### src/rtl/vst_pkg.sv
package vst_pkg;

    localparam logic [8:0] OPC_HI  = 9'b111001011;
    localparam logic [2:0] OPC_MID = 3'b010;
    localparam logic [4:0] REG_SP  = 5'd31;
    localparam logic [4:0] REG_ZR  = 5'd31;
    localparam int         DW_BITS       = 64;
    localparam int         DW_SHIFT      = 3;
    localparam int         PRED_PER_ELEM = 8;
    localparam int         SP_ALIGN_BITS = 4;

    typedef struct packed {
        logic [8:0] hi;
        logic [1:0] size;
        logic [4:0] idx_reg;
        logic [2:0] mid;
        logic [2:0] pred_reg;
        logic [4:0] base_reg;
        logic [4:0] vec_reg;
    } word_t;

    typedef enum logic [1:0] {
        OUT_RUN,
        OUT_FOREIGN,
        OUT_UNDEF,
        OUT_MISALIGN
    } outcome_t;

    typedef enum logic [3:0] {
        S_IDLE,
        S_DECODE,
        S_SCAN,
        S_WRITE,
        S_DONE,
        S_FOREIGN,
        S_UNDEF,
        S_MISALIGN
    } state_t;

endpackage

### src/rtl/vst_decode.sv
module vst_decode
    import vst_pkg::*;
(
    input  logic [31:0]              word_i,
    input  logic [SP_ALIGN_BITS-1:0] base_lo_i,
    output outcome_t                 outcome_o
);

    word_t f;
    assign f = word_t'(word_i);

    logic class_ok;
    logic size_bad;
    logic idx_bad;
    logic sp_bad;

    assign class_ok = (f.hi == OPC_HI) && (f.mid == OPC_MID) && f.size[1];
    assign size_bad = (f.size == 2'b10);
    assign idx_bad  = (f.idx_reg == REG_ZR);
    assign sp_bad   = (f.base_reg == REG_SP) && (base_lo_i != '0);

    // Priority: class membership, then size, then index register, then alignment.
    always_comb begin
        if (!class_ok) begin
            outcome_o = OUT_FOREIGN;
        end else if (size_bad) begin
            outcome_o = OUT_UNDEF;
        end else if (idx_bad) begin
            outcome_o = OUT_UNDEF;
        end else if (sp_bad) begin
            outcome_o = OUT_MISALIGN;
        end else begin
            outcome_o = OUT_RUN;
        end
    end

    // Register selectors for the vector and predicate are resolved by the caller.
    logic unused_fields;
    assign unused_fields = &{1'b0, f.pred_reg, f.vec_reg};

endmodule

### src/rtl/vst_addr_gen.sv
module vst_addr_gen
    import vst_pkg::*;
#(
    parameter  int NELEM = 4,
    localparam int EW    = (NELEM > 1) ? $clog2(NELEM) : 1
) (
    input  logic                     clk,
    input  logic                     rst_n,
    input  logic                     load_i,
    input  logic                     adv_i,
    input  logic [63:0]              base_i,
    input  logic [63:0]              index_i,
    output logic [SP_ALIGN_BITS-1:0] base_lo_o,
    output logic [63:0]              addr_o,
    output logic [EW-1:0]            elem_o,
    output logic                     last_o
);

    logic [63:0]   base_q;
    logic [63:0]   idx_q;
    logic [EW-1:0] elem_q;

    always_ff @(posedge clk or negedge rst_n) begin
        if (!rst_n) begin
            base_q <= '0;
            idx_q  <= '0;
            elem_q <= '0;
        end else if (load_i) begin
            base_q <= base_i;
            idx_q  <= index_i;
            elem_q <= '0;
        end else if (adv_i) begin
            idx_q  <= idx_q + 64'd1;
            elem_q <= elem_q + EW'(1);
        end
    end

    assign base_lo_o = base_q[SP_ALIGN_BITS-1:0];
    assign addr_o    = base_q + {idx_q[63-DW_SHIFT:0], {DW_SHIFT{1'b0}}};
    assign elem_o    = elem_q;
    assign last_o    = (elem_q == EW'(NELEM - 1));

    logic unused_idx;
    assign unused_idx = &{1'b0, idx_q[63:64-DW_SHIFT]};

    // the index advances by exactly one per element step, active or not.
    p_idx_step_r6: assert property (@(posedge clk) disable iff (!rst_n)
        (adv_i && !load_i) |=> (idx_q == $past(idx_q) + 64'd1));

    // consecutive element steps move the address by one doubleword.
    p_addr_step_r5: assert property (@(posedge clk) disable iff (!rst_n)
        (adv_i && !load_i) |=> (addr_o == $past(addr_o) + 64'd8));

endmodule

### src/rtl/vst_lane_sel.sv
module vst_lane_sel
    import vst_pkg::*;
#(
    parameter  int VLEN   = 256,
    localparam int NELEM  = VLEN / DW_BITS,
    localparam int PRED_W = VLEN / 8,
    localparam int EW     = (NELEM > 1) ? $clog2(NELEM) : 1
) (
    input  logic [VLEN-1:0]    vdata_i,
    input  logic [PRED_W-1:0]  pred_i,
    input  logic [EW-1:0]      elem_i,
    output logic [DW_BITS-1:0] data_o,
    output logic               active_o
);

    logic [DW_BITS-1:0] lane_data [NELEM];
    logic               lane_act  [NELEM];

    for (genvar g = 0; g < NELEM; g++) begin : g_lane
        assign lane_data[g] = vdata_i[g*DW_BITS +: DW_BITS];
        assign lane_act[g]  = pred_i[g*PRED_PER_ELEM];
    end

    assign data_o   = lane_data[elem_i];
    assign active_o = lane_act[elem_i];

    // Only the lowest bit of each element's predicate slice governs the element.
    logic unused_pred;
    assign unused_pred = ^pred_i;

endmodule

### src/rtl/vstore_seq.sv
module vstore_seq
    import vst_pkg::*;
#(
    parameter  int VLEN   = 256,
    localparam int NELEM  = VLEN / DW_BITS,
    localparam int PRED_W = VLEN / 8,
    localparam int EW     = (NELEM > 1) ? $clog2(NELEM) : 1
) (
    input  logic              clk,
    input  logic              rst_n,
    input  logic              start_i,
    input  logic [31:0]       instr_i,
    input  logic [63:0]       base_i,
    input  logic [63:0]       index_i,
    input  logic [VLEN-1:0]   vdata_i,
    input  logic [PRED_W-1:0] pred_i,
    output logic              wr_valid_o,
    input  logic              wr_ready_i,
    output logic [63:0]       wr_addr_o,
    output logic [63:0]       wr_data_o,
    output logic              busy_o,
    output logic              done_o,
    output logic              foreign_o,
    output logic              undef_o,
    output logic              misalign_o
);

    state_t state_q, state_d;

    logic              accept;
    logic              adv;
    logic [31:0]       instr_q;
    logic [VLEN-1:0]   vdata_q;
    logic [PRED_W-1:0] pred_q;

    outcome_t                 outcome;
    logic [SP_ALIGN_BITS-1:0] base_lo;
    logic [EW-1:0]            elem;
    logic                     last;
    logic                     active;

    assign accept = start_i && (state_q == S_IDLE);

    // Operand capture
    always_ff @(posedge clk or negedge rst_n) begin
        if (!rst_n) begin
            instr_q <= '0;
            vdata_q <= '0;
            pred_q  <= '0;
        end else if (accept) begin
            instr_q <= instr_i;
            vdata_q <= vdata_i;
            pred_q  <= pred_i;
        end
    end

    vst_decode u_decode (
        .word_i    (instr_q),
        .base_lo_i (base_lo),
        .outcome_o (outcome)
    );

    vst_addr_gen #(.NELEM(NELEM)) u_addr (
        .clk       (clk),
        .rst_n     (rst_n),
        .load_i    (accept),
        .adv_i     (adv),
        .base_i    (base_i),
        .index_i   (index_i),
        .base_lo_o (base_lo),
        .addr_o    (wr_addr_o),
        .elem_o    (elem),
        .last_o    (last)
    );

    vst_lane_sel #(.VLEN(VLEN)) u_lane (
        .vdata_i  (vdata_q),
        .pred_i   (pred_q),
        .elem_i   (elem),
        .data_o   (wr_data_o),
        .active_o (active)
    );

    // State register
    always_ff @(posedge clk or negedge rst_n) begin
        if (!rst_n) begin
            state_q <= S_IDLE;
        end else begin
            state_q <= state_d;
        end
    end

    // Next-state logic
    always_comb begin
        state_d = state_q;
        unique case (state_q)
            S_IDLE: begin
                if (start_i) state_d = S_DECODE;
            end
            S_DECODE: begin
                unique case (outcome)
                    OUT_FOREIGN:  state_d = S_FOREIGN;
                    OUT_UNDEF:    state_d = S_UNDEF;
                    OUT_MISALIGN: state_d = S_MISALIGN;
                    default:      state_d = S_SCAN;
                endcase
            end
            S_SCAN: begin
                if (active)    state_d = S_WRITE;
                else if (last) state_d = S_DONE;
            end
            S_WRITE: begin
                if (wr_ready_i) state_d = last ? S_DONE : S_SCAN;
            end
            S_DONE, S_FOREIGN, S_UNDEF, S_MISALIGN: begin
                state_d = S_IDLE;
            end
            default: state_d = S_IDLE;
        endcase
    end

    // Outputs
    always_comb begin
        wr_valid_o = 1'b0;
        adv        = 1'b0;
        done_o     = 1'b0;
        foreign_o  = 1'b0;
        undef_o    = 1'b0;
        misalign_o = 1'b0;
        unique case (state_q)
            S_SCAN:     adv = !active;
            S_WRITE: begin
                wr_valid_o = 1'b1;
                adv        = wr_ready_i;
            end
            S_DONE:     done_o     = 1'b1;
            S_FOREIGN:  foreign_o  = 1'b1;
            S_UNDEF:    undef_o    = 1'b1;
            S_MISALIGN: misalign_o = 1'b1;
            default: ;
        endcase
    end

    assign busy_o = (state_q != S_IDLE);

    // a stalled request holds valid, address and data.
    p_hold_r7: assert property (@(posedge clk) disable iff (!rst_n)
        (wr_valid_o && !wr_ready_i) |=>
            (wr_valid_o && $stable(wr_addr_o) && $stable(wr_data_o)));

    // at most one outcome pulse at a time, and each lasts a single cycle.
    p_one_term_r8: assert property (@(posedge clk) disable iff (!rst_n)
        $onehot0({done_o, foreign_o, undef_o, misalign_o}));
    p_term_short_r8: assert property (@(posedge clk) disable iff (!rst_n)
        (done_o || foreign_o || undef_o || misalign_o) |=> !busy_o);

    // no write request while idle.
    p_idle_quiet_r10: assert property (@(posedge clk) disable iff (!rst_n)
        !busy_o |-> !wr_valid_o);

    // a start while busy does not disturb captured operands.
    p_ignore_r9: assert property (@(posedge clk) disable iff (!rst_n)
        (busy_o && start_i) |=> ($stable(instr_q) && $stable(pred_q)));

    // every address keeps the base's sub-doubleword offset.
    p_addr_gran_r5: assert property (@(posedge clk) disable iff (!rst_n)
        wr_valid_o |-> (wr_addr_o[2:0] == base_lo[2:0]));

    // a misaligned stack-pointer base never reaches the write phase.
    p_misalign_nowr_r4: assert property (@(posedge clk) disable iff (!rst_n)
        (state_q == S_DECODE && outcome == OUT_MISALIGN) |=> !wr_valid_o);

endmodule

### config.mk
export PLATFORM = sky130hd
export DESIGN_NAME = vstore_seq
export DESIGN_NICKNAME = d
export VERILOG_FILES = /design/src/rtl/vst_pkg.sv /design/src/rtl/vst_decode.sv /design/src/rtl/vst_addr_gen.sv /design/src/rtl/vst_lane_sel.sv /design/src/rtl/vstore_seq.sv
export SDC_FILE = /design/constraint.sdc
export NUM_CORES = 1
export LEC_CHECK = 0
export BUFFER_PORTS_ARGS = -buffer_cell sky130_fd_sc_hd__buf_2
export CAP_MARGIN = 20
export CORE_AREA = 3 3 226 228
export CTS_CLUSTER_SIZE = 10
export DETAILED_ROUTE_END_ITERATION = 7
export DIE_AREA = 0 0 229 231
export PLACE_DENSITY = 0.81
export SYNTH_ARGS = -nofsm -noshare
export SYNTH_HDL_FRONTEND = slang
export SYNTH_HIERARCHICAL = 1
export SYNTH_SLANG_ARGS = --single-unit
### constraint.sdc
create_clock -name clk -period 7.62 [get_ports clk]
set_input_delay 0.762 -clock clk [delete_from_list [all_inputs] [get_ports clk]]
set_output_delay 0.762 -clock clk [all_outputs]
set_load 0.03 [all_outputs]
==> results.md <==
- After synthesis, the mean cell area works out to 12.9 sq um.
- The count of input and output buffers is 546.
- The number of setup buffers added after CTS is 0.
- The first-pass iteration count of the detailed router is 5.
- The cell row count is 81.
- The launch point of the critical path is u_addr/idx_q[0].
- The vertical die dimension is 231 microns.
- The setup TNS is 0 ps.
- The tree built by TritonCTS fans out to 414 sinks.
- Buffers inserted to repair hold after CTS numbered 0.
- The analysis attributes to cell leakage a power of 12.2 nW.
- The final non-filler cell total is 2980.
- The wire-length estimate of the detail-placed layout is 51.0 mm.
- The total power divided by cell area is 559 mW/mm^2.
- For this design the top-level I/O count stands at 586.
- The number of global-route vias before repair was 17641.
- Across the VDD grid, the largest voltage drop is 849 uV.
- The final hold violation count is 0.
- The final layout contains 2798 nets.
- The kind of critical path is reg2out.
- At the pin with the least slew margin, the transition time is 1010 ps.
- The clock tree synthesis step divided the H-tree into 2 levels.
- Across the routed clock network, the largest skew measured is 24.4 ps.
- The critical path launch point type is a flop.
- For this run, the top clock speed supported by timing is 203 MHz.
- The worst register-to-register path begins at u_addr/elem_o[0].
- The capturing element type of the critical path is a primary output.
- The number of antenna violations at the first check in global routing came to 33.
- For flop-to-flop paths, the worst setup slack is 3040 ps.
- Leaving out fill and tap cells, the most frequent cell in the layout is sky130_fd_sc_hd__buf_2.
- In the final routed layout, each cell accounts on average for 23.0 microns.
- The final hold slack is 246 ps.
- The final route contains 16652 vias.
- TritonCTS created 49 clock buffers.
- The part of the cycle the worst path needs is 64.7%.
- The starting density of the core is 46.7%.
- In this run the standard cell core region covers 0.0491 sq mm.
- The worst slack at placement is 3110 ps.
- The synthesized net count is 2293.
- The maximum fanout encountered on the critical timing path is 5.
- The root buffer cell chosen for the clock tree is sky130_fd_sc_hd__clkbuf_16.
- The insertion delay of the later-clocked pin in the worst-skew pair is 590 ps.
- The data arrival time of the critical path is 4170 ps.
- The final weighted congestion of routability-driven global placement is 0.971.
- The kind of path behind the tightest hold check is in2async.
- Clock-pin slew was measured on the worst setup and hold paths at 60 ps.
- The fraction of final layout cells with drive strength greater than 1 is 41.9%.
- The max capacitance violation total is 0.
- The overall power after layout is 15.1 mW.
- Headroom to the max-slew limit came out at 32.9%.
- For the worst setup path, the data required time is 6860 ps.
- The final setup violation count is 0.
- The warning count from the yosys run is 6.
- The synthesized cell area is 0.0229 sq mm.
- The number of violations reported at the end of detailed-routing iteration 0 is 1091.
- The worst-case clock buffer depth is 3.
- The top cell types in the final layout, fill and taps aside, are 545 x sky130_fd_sc_hd__buf_2, 412 x sky130_fd_sc_hd__dfrtp_1, 173 x sky130_fd_sc_hd__mux2_4, 137 x sky130_fd_sc_hd__nand2_1, 89 x sky130_fd_sc_hd__mux2_1.
- The floorplan step defined a die boundary enclosing 0.0529 sq mm.
- After technology mapping, the gate count stands at 1778.
- The final critical-path setup slack is 2690 ps.
- The final routed wirelength across all metal layers is 68.6 mm.
- The clock tree from TritonCTS is yes.
- The residual DRC count is 0.
- Setup repair after global routing left no endpoint under its margin.
- The die extent in x is 229 microns.
- The global-route congestion overflow total is 0.
- The run finished with clean final reports.
- The first global-routing pass estimated 104 mm of wire.
- Dividing the detail-routed via count by the number of cells gives 5.59.
- The count of nets left with antenna violations after detail routing is 0.
- The area growth from synthesis to layout is 18.0%.
- The minimum clock period after layout is 4930 ps.
- The placed cell count is 2896.
- The number of max-slew violations in the final report was 0.
- The post-cts resize count is 0.
- In the global route stage, overall resource usage came out at 25.3%.
- The maximum number of pins on one net before global-route repair is 165.
==> path summary, 6_finish.rpt <==
check / to / cells after the start
setup / recovery: wr_addr_o[63] / 12
hold / removal: vdata_q[82] / 1
setup reg to reg: u_addr/idx_q[55] / 14
hold reg to reg: vdata_q[202] / 1
max in group asynchronous: u_addr/elem_o[1] / 2
min in group clk: u_addr/idx_q[25] / 3
==> sequential cells by signal, indices dropped and copies added (netlist names) <==
name / flops
vdata_q: 256
u_addr/idx_q: 61
state_q: 3
u_addr/elem_o: 2
instr_q: 24
pred_q: 4
u_addr/base_q: 64
==> metrics by stage <==
step | area, sq um | utilization (%)
global placement | 25600 | 52.2
global route | 27000 | 55.1
floorplan | 22900 | -
detailed placement | 25600 | 52.2
finish | 27000 | 55.1
CTS | 27000 | 55.0
==> critical path, stage by stage (launching register included) <==
cell and delay, ps:
sky130_fd_sc_hd__dfrtp_1 470, sky130_fd_sc_hd__ha_1 250, sky130_fd_sc_hd__fa_1 400, sky130_fd_sc_hd__a21oi_1 190, sky130_fd_sc_hd__nand4b_1 160, sky130_fd_sc_hd__a21oi_1 110, sky130_fd_sc_hd__o31a_1 340, sky130_fd_sc_hd__a41oi_2 480
sky130_fd_sc_hd__o32ai_1 210, sky130_fd_sc_hd__o21ai_1 350, sky130_fd_sc_hd__nor2_1 100, sky130_fd_sc_hd__a311oi_1 220, sky130_fd_sc_hd__buf_2 280
==> per-layer routing <==
| metal | track usage (%) | up-vias | share of wire [%] |
|---|---|---|---|
| met2 | 42.5 | 669 | 49 |
| met3 | 8.33 | 165 | 8.8 |
| met1 | 29.2 | 8283 | 37 |
| met4 | 12.3 | 30 | 4.6 |
| met5 | 0 | - | 0.30 |
| li1 | - | 7505 | - |
==> report_power, final <==
| part | total (mW) | switching, mW | leakage (nW) | internal (mW) |
|---|---|---|---|---|
| registers | 4.20 | 0.875 | 4.89 | 3.33 |
| logic | 8.81 | 5.28 | 6.67 | 3.53 |
| clock network | 2.10 | 0.899 | 0.670 | 1.20 |
==> final cells by class <==
cell class / count / area (sq um)
diodes: 18 / 45.0
clock buffers: 59 / 1270
clock inverters: 7 / 106
fillers: 4043 / 22000
inverters: 20 / 75.1
multi-input cells: 1243 / 11500
flip-flops and latches: 414 / 10400
well taps: 664 / 831
repair buffers: 555 / 2860
(Power assumes the default switching activity.)
